[src/rtl/blklock_pkg.sv]
package blklock_pkg;
  localparam int REG_W = 8;

  typedef struct packed {
    logic ld;  // bit 1: lock-down
    logic wl;  // bit 0: write-lock
  } lock_t;

  localparam lock_t LOCK_PWRUP = '{ld: 1'b0, wl: 1'b1};
endpackage

[src/rtl/blklock_cell.sv]
module blklock_cell
  import blklock_pkg::*;
(
  input  logic  clk,
  input  logic  arst_n,
  input  logic  wr_hit,
  input  lock_t wr_val,
  output lock_t q
);
  always_ff @(posedge clk or negedge arst_n) begin
    if (!arst_n)             q <= LOCK_PWRUP;
    else if (wr_hit && !q.ld) q <= wr_val;
  end

  AST_LD_STICKY: assert property (@(posedge clk) disable iff (!arst_n)
    q.ld |=> q.ld);
  AST_LD_FREEZES_WL: assert property (@(posedge clk) disable iff (!arst_n)
    q.ld |=> $stable(q.wl));
endmodule

[src/rtl/blklock_override.sv]
module blklock_override #(
  parameter int NUM_BLOCKS = 8,
  parameter int WP_LAST    = 6
) (
  input  logic [NUM_BLOCKS-1:0] wl_vec,
  input  logic                  tbl_n,
  input  logic                  wp_n,
  output logic [NUM_BLOCKS-1:0] refuse
);
  localparam int TOP = NUM_BLOCKS - 1;

  for (genvar i = 0; i < NUM_BLOCKS; i++) begin : g_blk
    if (i == TOP) begin : g_top
      assign refuse[i] = wl_vec[i] | ~tbl_n;
    end else if (i <= WP_LAST) begin : g_wp
      assign refuse[i] = wl_vec[i] | ~wp_n;
    end else begin : g_plain
      assign refuse[i] = wl_vec[i];
    end
  end
endmodule

[src/rtl/blklock_permit.sv]
module blklock_permit #(
  parameter int NUM_BLOCKS = 8,
  parameter int IDX_W      = 3
) (
  input  logic                  clk,
  input  logic                  arst_n,
  input  logic                  op_start,
  input  logic [IDX_W-1:0]      op_idx,
  input  logic [NUM_BLOCKS-1:0] refuse,
  output logic                  vld_q,
  output logic [NUM_BLOCKS-1:0] grant_q
);
  logic [NUM_BLOCKS-1:0] sel;

  always_comb begin
    sel = '0;
    for (int i = 0; i < NUM_BLOCKS; i++)
      if (op_idx == IDX_W'(i)) sel[i] = 1'b1;
  end

  always_ff @(posedge clk or negedge arst_n) begin
    if (!arst_n) begin
      vld_q   <= 1'b0;
      grant_q <= '0;
    end else begin
      vld_q   <= op_start;
      grant_q <= op_start ? (sel & ~refuse) : '0;
    end
  end

  AST_GRANT_ONEHOT: assert property (@(posedge clk) disable iff (!arst_n)
    $onehot0(grant_q));
  AST_VLD_FOLLOWS_START: assert property (@(posedge clk) disable iff (!arst_n)
    op_start |=> vld_q);
  AST_IDLE_NO_GRANT: assert property (@(posedge clk) disable iff (!arst_n)
    !vld_q |-> (grant_q == '0));
endmodule

[src/rtl/blklock_bank.sv]
module blklock_bank
  import blklock_pkg::*;
#(
  parameter int NUM_BLOCKS = 8,
  parameter int WP_LAST    = 6,
  localparam int IDX_W     = (NUM_BLOCKS > 1) ? $clog2(NUM_BLOCKS) : 1
) (
  input  logic                  clk,
  input  logic                  rst_n,
  input  logic                  init_n,
  input  logic                  tbl_n,
  input  logic                  wp_n,
  input  logic                  wr_en,
  input  logic [IDX_W-1:0]      wr_idx,
  input  logic [REG_W-1:0]      wr_data,
  input  logic [IDX_W-1:0]      rd_idx,
  output logic [REG_W-1:0]      rd_data,
  input  logic                  op_start,
  input  logic [IDX_W-1:0]      op_idx,
  output logic                  op_vld,
  output logic [NUM_BLOCKS-1:0] op_grant
);
  localparam int TOP = NUM_BLOCKS - 1;

  logic                  arst_n;
  lock_t                 cell_q [NUM_BLOCKS];
  logic [NUM_BLOCKS-1:0] wl_vec;
  logic [NUM_BLOCKS-1:0] refuse;
  lock_t                 wr_val;

  assign arst_n = rst_n & init_n;
  assign wr_val = lock_t'(wr_data[1:0]);

  for (genvar i = 0; i < NUM_BLOCKS; i++) begin : g_cell
    blklock_cell u_cell (
      .clk    (clk),
      .arst_n (arst_n),
      .wr_hit (wr_en && (wr_idx == IDX_W'(i))),
      .wr_val (wr_val),
      .q      (cell_q[i])
    );
    assign wl_vec[i] = cell_q[i].wl;
  end

  always_comb begin
    rd_data = '0;
    for (int i = 0; i < NUM_BLOCKS; i++)
      if (rd_idx == IDX_W'(i)) rd_data = {{(REG_W-2){1'b0}}, cell_q[i]};
  end

  blklock_override #(.NUM_BLOCKS(NUM_BLOCKS), .WP_LAST(WP_LAST)) u_ovr (
    .wl_vec (wl_vec),
    .tbl_n  (tbl_n),
    .wp_n   (wp_n),
    .refuse (refuse)
  );

  blklock_permit #(.NUM_BLOCKS(NUM_BLOCKS), .IDX_W(IDX_W)) u_permit (
    .clk      (clk),
    .arst_n   (arst_n),
    .op_start (op_start),
    .op_idx   (op_idx),
    .refuse   (refuse),
    .vld_q    (op_vld),
    .grant_q  (op_grant)
  );

  AST_TBL_REFUSES_TOP: assert property (@(posedge clk) disable iff (!arst_n)
    (op_start && !tbl_n) |=> !op_grant[TOP]);
  AST_WP_REFUSES_LOW: assert property (@(posedge clk) disable iff (!arst_n)
    (op_start && !wp_n && (op_idx <= IDX_W'(WP_LAST))) |=> (op_grant == '0));
  AST_RESERVED_ZERO: assert property (@(posedge clk) disable iff (!arst_n)
    rd_data[REG_W-1:2] == '0);
endmodule

[config.mk]
export PLATFORM = sky130hd
export DESIGN_NAME = blklock_bank
export DESIGN_NICKNAME = d
export VERILOG_FILES = /design/src/rtl/blklock_pkg.sv /design/src/rtl/blklock_cell.sv /design/src/rtl/blklock_override.sv /design/src/rtl/blklock_permit.sv /design/src/rtl/blklock_bank.sv
export SDC_FILE = /design/constraint.sdc
export NUM_CORES = 1
export LEC_CHECK = 0
export BUFFER_PORTS_ARGS = -buffer_cell sky130_fd_sc_hd__buf_2
export CAP_MARGIN = 20
export CORE_MARGIN = 10
export CORE_UTILIZATION = 54
export DETAILED_ROUTE_END_ITERATION = 16
export GPL_ROUTABILITY_DRIVEN = 1
export PLACE_DENSITY_LB_ADDON = 0.25
export SETUP_SLACK_MARGIN = 0.05
export SLEW_MARGIN = 20
export SYNTH_ARGS = -nofsm -noshare
export SYNTH_HDL_FRONTEND = slang
export SYNTH_HIERARCHICAL = 1
export SYNTH_SLANG_ARGS = --single-unit
export TNS_END_PERCENT = 1
[constraint.sdc]
create_clock -name clk -period 2.3 [get_ports clk]
set_clock_uncertainty 0.05 [all_clocks]
set_input_delay 0.23 -clock clk [delete_from_list [all_inputs] [get_ports clk]]
set_output_delay 0.23 -clock clk [all_outputs]
set_load 0.02 [all_outputs]
# ---- After elaboration in Yosys (flattened, before gate mapping)
# Index checks and enable logic that the tools add are counted.
dict set report classes {
  add_sub_neg 0
  n_mul 0
  div_mod_pow 0
  magnitude_cmp 0
  eq_ne 21
  shifts 0
  mux 17
  n_bitwise 13
  n_reduce_logical 27
}
# op count
set op_table {}
lappend op_table {{$mux W8} 8}
lappend op_table {{$eq A3 B3 Y1 const B} 12}
lappend op_table {{$eq A3 B2 Y1 const B} 6}
lappend op_table {{$logic_and A1 B1 Y1} 16}
lappend op_table {{$eq A3 B1 Y1 const B} 3}
lappend op_table {{$logic_not A3 Y1} 3}
lappend op_table {{$and A8 B8 Y8} 1}
lappend op_table {{$logic_not A1 Y1} 8}
lappend op_table {{$mux W1} 8}
lappend op_table {{$not A8 Y8} 1}
lappend op_table {{$or A1 B1 Y1} 8}
lappend op_table {{$mux W2} 1}
lappend op_table {{$not A1 Y1} 2}
lappend op_table {{$and A1 B1 Y1} 1}
dict set report word_totals {
  regBits 25
  latchBits 0
  mem_bits_rw 0
  rom_bits 0
  inputBits 24
  output_inout_bits 17
  wordCells 96
  memories 0
}

# ---- Logic depth before layout (Yosys ltp)
dict set report logic_depth {
  ltp_word 9
  ltp_mapped 5
  ltp_nobuf 4
}

# ---- Cells and area by module
# Netlist, hierarchy kept.
# mod instances cells_each area_each_um2 seq_area_each_um2
set modules_own_cells {}
lappend modules_own_cells {blklock_cell 8 5 88.8 51.3}
lappend modules_own_cells {blklock_permit 1 22 310.3 225.2}
lappend modules_own_cells {blklock_bank 1 38 287.8 0.0}
lappend modules_own_cells {blklock_override 1 8 50.0 0.0}

# ---- Least setup slack after synthesis
# Ideal clock, no wire load.
dict set report synth_path {
  path_type {input to output}
  startpoint {input rd_idx[1]}
  endpoint {output rd_data[1]}
  t_arrival_ns 1.188
  required_ns 2.020
  path_slack_ns 0.832
  cell_stages 5
  n_path_buf 1
  cell_sequence {clkbuf_1 -> nand2b_1 -> a21boi_0 -> o21ai_0 -> a21oi_1}
}
dict set report synth_between {
  elab_chain_len 9
  word_cells_on_any_way 16
  cone_classes {eq/ne: 7; mux: 8; reduce/logical: 1}
}
# item line_no
set synth_rtl {}
lappend synth_rtl {{start, declared} blklock_bank.sv:16} ;# input logic [IDX_W-1:0] rd_idx,
lappend synth_rtl {{$logic_not A3 Y1} blklock_bank.sv:48} ;# if (rd_idx == IDX_W'(i)) rd_data = {{(REG_W-2){1'b0}}, cell_q[i]};
lappend synth_rtl {{$mux W2} blklock_bank.sv:48}
lappend synth_rtl {{$mux W8 (6 in series)} blklock_bank.sv:48}
lappend synth_rtl {{$mux W8 (*)} blklock_bank.sv:48}
lappend synth_rtl {{end, declared} blklock_bank.sv:17} ;# output logic [REG_W-1:0] rd_data,
# Every way passes the cells marked *; elsewhere a longest branch is shown, timed or not.

# ---- Worst setup path after layout
dict set report layout_path {
  startpoint {register g_cell[1].u_cell/q[0] (netlist name)}
  endpoint {output rd_data[0]}
}
dict set report layout_between {
  elab_chain_len 7
}
# item line_no
set layout_rtl {}
lappend layout_rtl {{start, declared} blklock_cell.sv:8} ;# output lock_t q
lappend layout_rtl {{start signal, assigned} blklock_cell.sv:12} ;# else if (wr_hit && !q.ld) q <= wr_val;
lappend layout_rtl {{$mux W8 (7 in series)} blklock_bank.sv:48}
# No other way between the ends.

==> impl_metrics.yaml <==
floorplanning:
  io_pins: 41
  die_area_um2: 4920
  fp-row-count: 18
  start_util_pct: 55.9
  coreArea_um2: 2430
  die_h_um: 70.2
  die_w_um: 70.2
timing:
  fmax_ghz: 0.514
  fin_crit_ps: 1950
  fin_ws_ps: 354
  setup_viol: 0
  hold_violations: 0
  timing.final.crit_share_pct: 84.6
  final_max_slew_viol_count: 0
  tns_ps: 0
  rsz0062_at_grt: "false"
synth:
  synth_top_area_share_pct: 31.3
  yosysMostFrequentCell: "dfrtp_1"
  synth_area_per_cell_um2: 12.6
  yosys.area.top_type: "dfrtp_1"
  async_flop_share_pct: 100
  syn_inst: 108
  ys_types: 27
  synth-seq-cells: 25
  yosys_warnings: 6
  synth-seq-area-share_pct: 46.8
  synth_flop_cell: "dfrtp_1"
  netlist_area_um2: 1360
  synthTopCellsByArea: "dfrtp_1, dfstp_2, mux2_4"
  ys_top_cells_by_count: "dfrtp_1, nand2b_1, nor3_1"
  synth_edf_count: 0
routing:
  final_antenna_net_count: 0
  drt_first_iter_violations: 36
  drt-vias-per-instance: 5.27
  drc: 0
  wire_per_inst_um: 15.7
  first_pass_iters: 4
  vias: 896
  wirelength_um: 2660
worst_setup_path:
  start_kind: "register"
  r2r-start: "g_cell[0].u_cell/q[1]"
  crit_type: "register to output port"
  crit_arrival_ps: 1670
  worstSetupStartpoint: "g_cell[1].u_cell/q[0]"
  r2r_cells: 2
  cp_max_fo: 3
  rr_endpoint: "g_cell[0].u_cell/q[0]"
  critPathRequiredTime_ps: 2020
  crit_path_end_kind: "output port"
  rrSetupSlack_ps: 1300
status:
  outcome: "finished, final reports clean"
pwr:
  peakVddDrop_mv: 0.468
  total_leakage_power_nw: 0.703
  cellPowerDensity_nw_per_um2: 727
clock_tree:
  post_cts_buffers: 0
  clk_pin_slew_ps: 150
  clkSinkCount: 25
  cts-htree-levels: 1
  numCtsBuffers: 3
  clock_latency_ps: 320
  cts_resized: 0
  cts_root_buffer: "clkbuf_4"
  cts_buffer_depth: 2
  cts_tree: "yes"
  hold_buffers: 2
placed_design:
  gp_congestion: 0.814
  numPortBuffers: 28
  place_ws_ps: 577
  dp_hpwl_um: 2170
grt:
  grt-ovfl-total: 0
  grt_pass1_vias: 1014
  track_usage_pct: 11.4
  grt_pass1_wl_um: 4710
  antenna_found_initial: 0
  grt_start_max_net_pins: 26
worst_hold_path:
  hold_depth: 1
  hold_class: "input pin to register"
  min_to: "u_permit/vld_q"
  worstHoldStart: "op_start"
cells_and_area:
  drive_gt1_share_pct: 49.3
  final_nets: 165
  diodes: 0
  post-route-util_pct: 63.8
  syn2layout_area_growth_pct: 14.3
  fill_cells: 218
job:
  maxCapViolations: 0
[metrics by stage]
step                      std cells  hold slack [ps]  area [um^2]  total power [mW]
after CTS                       170             25.6         1550              1.14
after floorplan                 113              211         1380             0.855
after detailed placement        164              299         1500             0.941
final                           170             30.8         1550              1.13
after global routing            170             13.7         1550              1.20
after global placement          164              283         1500             0.921
[state kept, by name, summed over array words and instances, names as in the netlist]
| signal | cells |
|---|---|
| g_cell.u_cell/q | 16 |
| u_permit/grant_q | 8 |
| u_permit/vld_q | 1 |
[layout make-up]
type / instances / area, um^2 / share of cell area [%]
Clock buffer: 3 / 22.5 / 1.45
Multi-Input combinational cell: 80 / 682 / 43.9
Tap cell: 30 / 37.5 / 2.42
Sequential cell: 25 / 636 / 40.9
Clock inverter: 1 / 7.51 / 0.483
Timing Repair Buffer: 31 / 168 / 10.8
[cell usage in the layout, fill, tap and decap left out, drive strengths merged, types with 6 or more instances in the layout]
cell type,instances
mux2,9
buf,29
nor2b,8
nor3,9
nand2b,15
dfstp,8
a21o,8
nor2,6
dfrtp,17
conb,6
[worst max-delay path by stage]
stage	depth (start not counted)	end
after detailed placement	4	rd_data[0]
after CTS	3	rd_data[0]
after global placement	4	rd_data[0]
final	3	rd_data[0]
after floorplan	5	rd_data[1]
after global routing	4	rd_data[1]
[report_power, final]
part           total, mW  internal (mW)  switching (mW)
registers          0.631          0.557          0.0742
logic              0.296          0.178           0.118
clock network      0.202         0.0664           0.135
total               1.13          0.802           0.328
[cell families (layout without fill, tap and decap cells)]
| kind of cell | count (synthesis) | in the layout | synth area share [%] |
|---|---|---|---|
| AO/OA/AOI/OAI | 12 | 12 | 6.81 |
| buffers and inverters | 8 | 35 | 4.42 |
| flip-flops | 25 | 25 | 46.8 |
| multiplexers | 13 | 13 | 16.2 |
| other | 1 | 6 | 0.276 |
| AND/OR/NAND/NOR | 49 | 49 | 25.5 |
[metal layers]
layer / track usage [%] / wire, um
met1: 13.1 / 1130
met4: 2.41 / 8
met5: 0 / 0
met3: 5.08 / 249
met2: 18.9 / 1280
[critical path, cell delays in order (launching register included)]
cell,delay (ps)
dfstp_2,410
mux4_1,500
mux2_2,280
buf_2,160
Power figures use the tool's default switching activity.
